File: src/rtl/autosave_pkg.sv
package autosave_pkg;

  // Reason chosen for the next write-back request.
  typedef enum logic [1:0] {
    CAUSE_NONE   = 2'd0,
    CAUSE_QUIET  = 2'd1,
    CAUSE_FORCE  = 2'd2,
    CAUSE_MANUAL = 2'd3
  } save_cause_e;

endpackage

File: src/rtl/as_tick_counter.sv
// Saturating millisecond counter; reached holds once LIMIT ticks were seen.
module as_tick_counter #(
  parameter int LIMIT = 1000
) (
  input  logic clk,
  input  logic rst_n,
  input  logic clr,
  input  logic run,
  input  logic tick,
  output logic reached
);
  localparam int CW = $clog2(LIMIT + 1);
  localparam logic [CW-1:0] LIM = CW'(LIMIT);

  logic [CW-1:0] cnt_q;

  always_ff @(posedge clk) begin
    if (!rst_n) begin
      cnt_q <= '0;
    end else if (clr) begin
      cnt_q <= '0;
    end else if (run && tick && (cnt_q < LIM)) begin
      cnt_q <= cnt_q + 1'b1;
    end
  end

  assign reached = (cnt_q == LIM);
endmodule

File: src/rtl/as_change_tracker.sv
// Keeps the latest pass result, the saved reference and the issue-time copy.
module as_change_tracker #(
  parameter int SUM_W = 16
) (
  input  logic             clk,
  input  logic             rst_n,
  input  logic             sum_valid,
  input  logic [SUM_W-1:0] sum_data,
  input  logic             capture,
  input  logic             commit,
  output logic             dirty,
  output logic             pass_changed
);
  logic [SUM_W-1:0] last_q;
  logic [SUM_W-1:0] ref_q;
  logic [SUM_W-1:0] held_q;
  logic             ref_ok_q;

  assign pass_changed = sum_valid && (!ref_ok_q || (sum_data != last_q));
  assign dirty        = ref_ok_q && (last_q != ref_q);

  always_ff @(posedge clk) begin
    if (!rst_n) begin
      last_q   <= '0;
      ref_q    <= '0;
      held_q   <= '0;
      ref_ok_q <= 1'b0;
    end else begin
      if (capture) held_q <= last_q;
      if (commit)  ref_q  <= held_q;
      if (sum_valid) begin
        last_q <= sum_data;
        if (!ref_ok_q) begin
          ref_q    <= sum_data;
          ref_ok_q <= 1'b1;
        end
      end
    end
  end
endmodule

File: src/rtl/as_press_detector.sv
// One pulse per press once the button is held through more than HOLD_MS ticks.
module as_press_detector #(
  parameter int HOLD_MS = 1000
) (
  input  logic clk,
  input  logic rst_n,
  input  logic btn,
  input  logic tick,
  output logic long_press
);
  logic held_long;
  logic fired_q;

  as_tick_counter #(.LIMIT(HOLD_MS + 1)) u_hold (
    .clk     (clk),
    .rst_n   (rst_n),
    .clr     (!btn),
    .run     (btn),
    .tick    (tick),
    .reached (held_long)
  );

  always_ff @(posedge clk) begin
    if (!rst_n)         fired_q <= 1'b0;
    else if (!btn)      fired_q <= 1'b0;
    else if (held_long) fired_q <= 1'b1;
  end

  assign long_press = btn && held_long && !fired_q;
endmodule

File: src/rtl/save_autosave_sched.sv
module save_autosave_sched #(
  parameter int SUM_W    = 16,
  parameter int QUIET_MS = 1000,
  parameter int FORCE_MS = 30000,
  parameter int HOLD_MS  = 1000
) (
  input  logic             clk,
  input  logic             rst_n,
  input  logic             sum_valid,
  input  logic [SUM_W-1:0] sum_data,
  input  logic             tick_ms,
  input  logic             reset_btn,
  input  logic             save_done,
  output logic             save_req
);
  import autosave_pkg::*;

  logic        dirty_w;
  logic        pass_changed_w;
  logic        quiet_ok_w;
  logic        force_ok_w;
  logic        long_press_w;
  logic        busy_q;
  logic        man_pend_q;
  logic        req_q;
  logic        commit_w;
  logic        issue_w;
  save_cause_e cause_w;

  assign commit_w = busy_q && save_done;

  as_change_tracker #(.SUM_W(SUM_W)) u_track (
    .clk          (clk),
    .rst_n        (rst_n),
    .sum_valid    (sum_valid),
    .sum_data     (sum_data),
    .capture      (issue_w),
    .commit       (commit_w),
    .dirty        (dirty_w),
    .pass_changed (pass_changed_w)
  );

  // Quiet timer: restarts whenever a pass brings a new value.
  as_tick_counter #(.LIMIT(QUIET_MS)) u_quiet (
    .clk     (clk),
    .rst_n   (rst_n),
    .clr     (pass_changed_w),
    .run     (1'b1),
    .tick    (tick_ms),
    .reached (quiet_ok_w)
  );

  // Ceiling timer: runs only while changed, restarts on each completed save.
  as_tick_counter #(.LIMIT(FORCE_MS)) u_force (
    .clk     (clk),
    .rst_n   (rst_n),
    .clr     (!dirty_w || commit_w),
    .run     (dirty_w),
    .tick    (tick_ms),
    .reached (force_ok_w)
  );

  as_press_detector #(.HOLD_MS(HOLD_MS)) u_press (
    .clk        (clk),
    .rst_n      (rst_n),
    .btn        (reset_btn),
    .tick       (tick_ms),
    .long_press (long_press_w)
  );

  always_comb begin
    cause_w = CAUSE_NONE;
    if (man_pend_q)                   cause_w = CAUSE_MANUAL;
    else if (dirty_w && force_ok_w)   cause_w = CAUSE_FORCE;
    else if (dirty_w && quiet_ok_w)   cause_w = CAUSE_QUIET;
  end

  assign issue_w = !busy_q && (cause_w != CAUSE_NONE);

  always_ff @(posedge clk) begin
    if (!rst_n) begin
      busy_q     <= 1'b0;
      man_pend_q <= 1'b0;
      req_q      <= 1'b0;
    end else begin
      req_q <= issue_w;
      if (issue_w)       busy_q <= 1'b1;
      else if (commit_w) busy_q <= 1'b0;
      if (long_press_w)                           man_pend_q <= 1'b1;
      else if (issue_w && cause_w == CAUSE_MANUAL) man_pend_q <= 1'b0;
    end
  end

  assign save_req = req_q;
endmodule

File: config.mk
export PLATFORM = sky130hd
export DESIGN_NAME = save_autosave_sched
export DESIGN_NICKNAME = d
export VERILOG_FILES = /design/src/rtl/autosave_pkg.sv /design/src/rtl/as_tick_counter.sv /design/src/rtl/as_change_tracker.sv /design/src/rtl/as_press_detector.sv /design/src/rtl/save_autosave_sched.sv
export SDC_FILE = /design/constraint.sdc
export NUM_CORES = 1
export LEC_CHECK = 0
export BUFFER_PORTS_ARGS = -buffer_cell sky130_fd_sc_hd__buf_2
export CAP_MARGIN = 20
export CORE_ASPECT_RATIO = 0.6
export CORE_MARGIN = 5
export CORE_UTILIZATION = 55
export CTS_CLUSTER_SIZE = 12
export DETAILED_ROUTE_END_ITERATION = 10
export GPL_ROUTABILITY_DRIVEN = 0
export PLACE_DENSITY_LB_ADDON = 0.2
export SYNTH_ARGS = -nofsm -noshare
export SYNTH_HDL_FRONTEND = slang
export SYNTH_SLANG_ARGS = --single-unit
File: constraint.sdc
create_clock -name clk -period 2.3 [get_ports clk]
set_clock_uncertainty 0.05 [all_clocks]
set_input_delay 0.46 -clock clk [delete_from_list [all_inputs] [get_ports clk]]
set_output_delay 0.46 -clock clk [all_outputs]
set_load 0.05 [all_outputs]
Word-level counts from Yosys, hierarchy flattened --
Index checks and enable logic that the tools add are counted.
Word-level totals: bits in latches 0, memory bits (writable) 0, bits in read-only memories 0, output and inout bits 1, bits of input ports 22, word-level logic and storage cells 60, register bits 88, memories kept 0
Cells by class: shift-type cells 0, eq/ne operators 6, muxes and demuxes 10, reductions and logical operators 26, div/mod/pow operators 0, order comparisons 3, add/sub/neg operators 3, bitwise gates (word level) 1, multiply operators 0
Operator list (number):
- 16-bit 2-to-1 mux | 3
- 16-bit != test | 2
- 10-bit by 1-bit adder with 10-bit output, second input constant | 2
- 10-bit equality test, second input constant | 2
- 10-bit less-than comparator, second input constant | 2
- 15-bit by 1-bit adder with 15-bit output, second input constant | 1
- 15-bit equality test, second input constant | 1
- 15-bit less-than comparator, second input constant | 1
- 1-bit logical AND | 14
- 2-bit nonzero test | 3
- 1-bit 2-to-1 mux | 5
- 1-bit logical NOT | 4
- 2-bit 2-to-1 mux | 2
- 2-bit OR reduction | 2
- 2-bit equality test, second input constant | 1
- 1-bit logical OR | 2
- 2-bit AND reduction | 1
- 1-bit NOT | 1

Logic depth before layout (Yosys ltp) --
depth in word-level cells 11, gate-level depth with buffers 9, mapped depth without buffers 7

Modules after synthesis --
A second synthesis with hierarchy kept.
Second synthesis, totals: cells, all modules 480, area, all modules 4564.4 um^2
By module, submodules not included:
- as_change_tracker | times used 1, cells each 221, area an instance 2336.0 um^2, seq. area each 980.9 um^2
- as_tick_counter at u_force | times used 1, cells each 114, area an instance 912.1 um^2, seq. area each 300.3 um^2
- as_tick_counter at u_press.u_hold | times used 1, cells each 66, area an instance 590.6 um^2, seq. area each 200.2 um^2
- as_tick_counter at u_quiet | times used 1, cells each 60, area an instance 545.5 um^2, seq. area each 200.2 um^2
- save_autosave_sched | times used 1, cells each 15, area an instance 137.6 um^2, seq. area each 60.1 um^2
- as_press_detector | times used 1, cells each 4, area an instance 42.5 um^2, seq. area each 20.0 um^2

Worst setup path after synthesis --
Ideal clock, no wire load.
kind input to register, start in tick_ms, end reg u_force.cnt_q[13], library setup time 0.066 ns, path buffers 1, required time 2.184 ns, path slack 0.430 ns, cell stages on the path 6, data arrival time 1.754 ns, path through buf_2 > and3_1 > and3_1 > nand3_4 > or4_1 > a21oi_2
On the way: longest elaborated chain between the ends 2
Ends and longest elaborated chain:
- start, declared | line save_autosave_sched.sv:11 | input logic tick_ms,
- 1-bit logical AND (2 in a row) | line as_tick_counter.sv:22 | end else if (run && tick && (cnt_q < LIM)) begin
- end signal, assigned | line as_tick_counter.sv:23 | cnt_q <= cnt_q + 1'b1;
- end, declared | line as_tick_counter.sv:15 | logic [CW-1:0] cnt_q;
Every way passes these cells. A chain may end at the register's enable or synchronous reset.

Worst setup path after layout --
start reg u_quiet.cnt_q[1], end reg u_track.held_q[14]
On the way: longest elaborated chain between the ends 7
Ends and longest elaborated chain:
- start, declared | line as_tick_counter.sv:15
- start signal, assigned | line as_tick_counter.sv:23
- 10-bit equality test | line as_tick_counter.sv:27 | assign reached = (cnt_q == LIM);
- 1-bit logical AND | line save_autosave_sched.sv:75 | else if (dirty_w && quiet_ok_w) cause_w = CAUSE_QUIET;
- 1-bit 2-to-1 mux | line save_autosave_sched.sv:75
- 2-bit 2-to-1 mux | line save_autosave_sched.sv:74 | else if (dirty_w && force_ok_w) cause_w = CAUSE_FORCE;
- 2-bit 2-to-1 mux | line save_autosave_sched.sv:73 | if (man_pend_q) cause_w = CAUSE_MANUAL;
- 2-bit nonzero test | line save_autosave_sched.sv:78 | assign issue_w = !busy_q && (cause_w != CAUSE_NONE);
- 1-bit logical AND | line save_autosave_sched.sv:78
- end signal, assigned | line as_change_tracker.sv:29 | if (capture) held_q <= last_q;
- end, declared | line as_change_tracker.sv:16 | logic [SUM_W-1:0] held_q;
Every way passes these cells.

==> results.yml <==
global_routing:
  grt_first_pass_wirelength_mm: 16.75
  grtUsageMet3: 0.06250
  first_global_vias: 3365
  antenna_found_initial: 0
  use_met1: 0.3025
  grt_max_degree: 30
  use_met2: 0.3060
  grt_util_all_layers: 0.2087
  grt_overflow: 0
  grt_busiest_layer: "met2"
worst_setup_path:
  cp.required_ns: 2.51
  crit_type: "flop to flop"
  ff2ff_path_depth: 7
  rrSetupSlack_ns: 0.18
  cp.buffers_inverters: 2
  path_cells: "inv_1 -> ha_1 -> nor4bb_1 -> a31oi_1 -> o41ai_2 -> buf_4 -> mux2i_1"
  startpoint_type: "flop"
  critPathMaxStageDelay_ns: 0.43
  crit_fanout: 17
  critical_path.slowest_cell: "nor4bb_1"
  worstReg2RegEnd: "u_track.held_q[14]"
  crit_path_end_kind: "flop"
  cp_top_family: "buffers and inverters"
  r2r-start: "u_quiet.cnt_q[1]"
  cp.arrival_ns: 2.34
synth:
  netlist_instances: 486
  synth-edff-count: 0
  syn-cell-area_um2: 4375
  yosysUniqueCellTypes: 49
  synth_warnings: 0
  synth.avg_cell_area_um2: 9.003
  synth_seq_area_share: 0.4026
  syn_nets: 515
  async_flop_share: 0
  synth_ff_type: "dfxtp_1"
  synth_seq_cells: 88
  yosysMostFrequentCell: "dfxtp_1"
  yosys-top-cells-area: "dfxtp_1, mux2i_1, nand2_1"
  yosys-top-cells-count: "dfxtp_1, nand2_1, nor2_1, nand3_1, mux2i_1"
  synth_top_area_share: 0.4026
  synth_area_leader_cell: "dfxtp_1"
power:
  ir_drop_v: 0.0004148
  leakage_nw: 1.752
  power_density_nw_per_um2: 714.2
outcome:
  outcome: "completed"
clock_network:
  cts_tree: "built"
  ctsHoldBuffers: 0
  clk_pin_slew_ns: 0.06
  cts_setup_buffers: 0
  cts_resized: 0
  cts_made_buffers: 9
  clockBufferDepth: 2
  cts.sinks: 88
  insertion_delay_ns: 0.34
  cts_max_level: 3
  cts-root-buf: "clkbuf_16"
die:
  core_area_um2: 7820
  die_w_um: 125.1
  dieHeight_um: 79.09
  row_count: 25
  dieArea_um2: 9898
  pin_count: 23
  start_util: 0.5595
sta:
  fin_crit_ns: 2.124
  finalCritPeriodShare: 0.9233
  hold_viol: 0
  setup_violations: 0
  rsz0062_at_grt: "false"
  fmax_mhz: 470.9
  finalMaxSlewViolations: 0
  tns_ns: 0
  worstMarginPinSlew_ns: 0.5442
  holdWs_ns: 0.3453
  timing.slew.headroom: 0.6348
final_layout:
  syn_to_final_growth_pct: 11.81
  layout-drive-gt1-share: 0.1333
  nets: 534
  n_antenna_cell: 0
routing:
  drc: 0
  drt_iter0_markers: 283
  wl_per_cell_um: 15.90
  drtPass1Iterations: 4
  routed_wl_mm: 9.828
  vias_per_cell: 5.634
  vias: 3482
  drtAntennaViolNets: 0
job:
  maxCapViolCount: 0
hold_path:
  worstHoldStart: "sum_data[8]"
  min_to: "u_track.last_q[8]"
  min_path_cells: 3
  hold_path.class: "input pin to flop"
place:
  port_buffers: 22
  dp_hpwl_mm: 6.821
==> per-layer routing <==
layer,wire (µm),part of all wire
met2,4143,0.42
met1,5077,0.52
met4,65,0.0066
met5,0,0
met3,541,0.055
==> how the worst max path moves through the flow <==
stage | start | to | slack (ns) | cells after the start
after floorplan | tick_ms | u_force.cnt_q[13] | 0.43 | 6
after global placement | sum_data[5] | u_quiet.cnt_q[9] | 0.27 | 6
after detailed placement | sum_data[5] | u_quiet.cnt_q[9] | 0.19 | 6
after CTS | u_quiet.cnt_q[1] | u_track.held_q[14] | 0.23 | 7
after global routing | u_quiet.cnt_q[1] | u_track.held_q[14] | 0.07 | 7
final | u_quiet.cnt_q[1] | u_track.held_q[14] | 0.18 | 7
==> registers in the layout (all words and copies together) (netlist names) <==
signal	flops
u_press.fired_q	1
u_force.cnt_q	15
busy_q	1
u_track.held_q	16
u_quiet.cnt_q	10
u_track.last_q	16
u_track.ref_q	16
save_req	1
u_press.u_hold.cnt_q	10
man_pend_q	1
u_track.ref_ok_q	1
==> stage by stage <==
step | power, mW | setup slack [ns] | utilization | cells | area (µm²)
after floorplan | 1.860 | 0.4297 | - | 486 | 4375
after global placement | 1.946 | 0.2693 | 0.5845 | 602 | 4571
after detailed placement | 1.952 | 0.1914 | 0.5845 | 602 | 4571
after CTS | 3.514 | 0.2340 | 0.6256 | 618 | 4892
after global routing | 3.630 | 0.07380 | 0.6256 | 618 | 4892
final | 3.494 | 0.1764 | 0.6256 | 618 | 4892
==> area by class of cell <==
type | count | area [µm²]
Tap cell | 108 | 135.1
Inverter | 12 | 45.04
Fill cell | 682 | 2928
Clock inverter | 6 | 92.59
Clock buffer | 10 | 229.0
Multi-Input combinational cell | 360 | 2429
Timing Repair Buffer | 34 | 200.2
Sequential cell | 88 | 1762
==> power breakdown <==
part	total (mW)	internal [mW]	switching [mW]
logic	0.315	0.125	0.190
registers	1.61	1.57	0.0430
clock network	1.57	0.957	0.611
total	3.49	2.65	0.844
==> tightest hold or removal path, delay by kind of cell <==
kind | cells | cell delay (ns)
multiplexers | 1 | 0.07
AND/OR/NAND/NOR | 1 | 0.07
buffers and inverters | 1 | 0.10
==> cells by family after synthesis <==
kind of cell	share of synthesized area
muxes	0.07778
AOI/OAI and AO/OA	0.1224
xor gates and xnor gates	0.09208
adders and majority gates	0.02002
buffers and inverters	0.04403
DFF	0.4026
and+or+nand+nor	0.2411
==> layout by cell type, fill, tap and decap left out, types with 12 or more instances in the layout <==
master,n
inv_1,12
a311oi_1,12
buf_4,12
nor2_1,40
nand2_1,63
xnor2_1,24
mux2i_1,34
buf_2,22
nand3_1,37
xor2_1,22
dfxtp_1,88
Note: power is estimated with default switching activity, not from simulation.
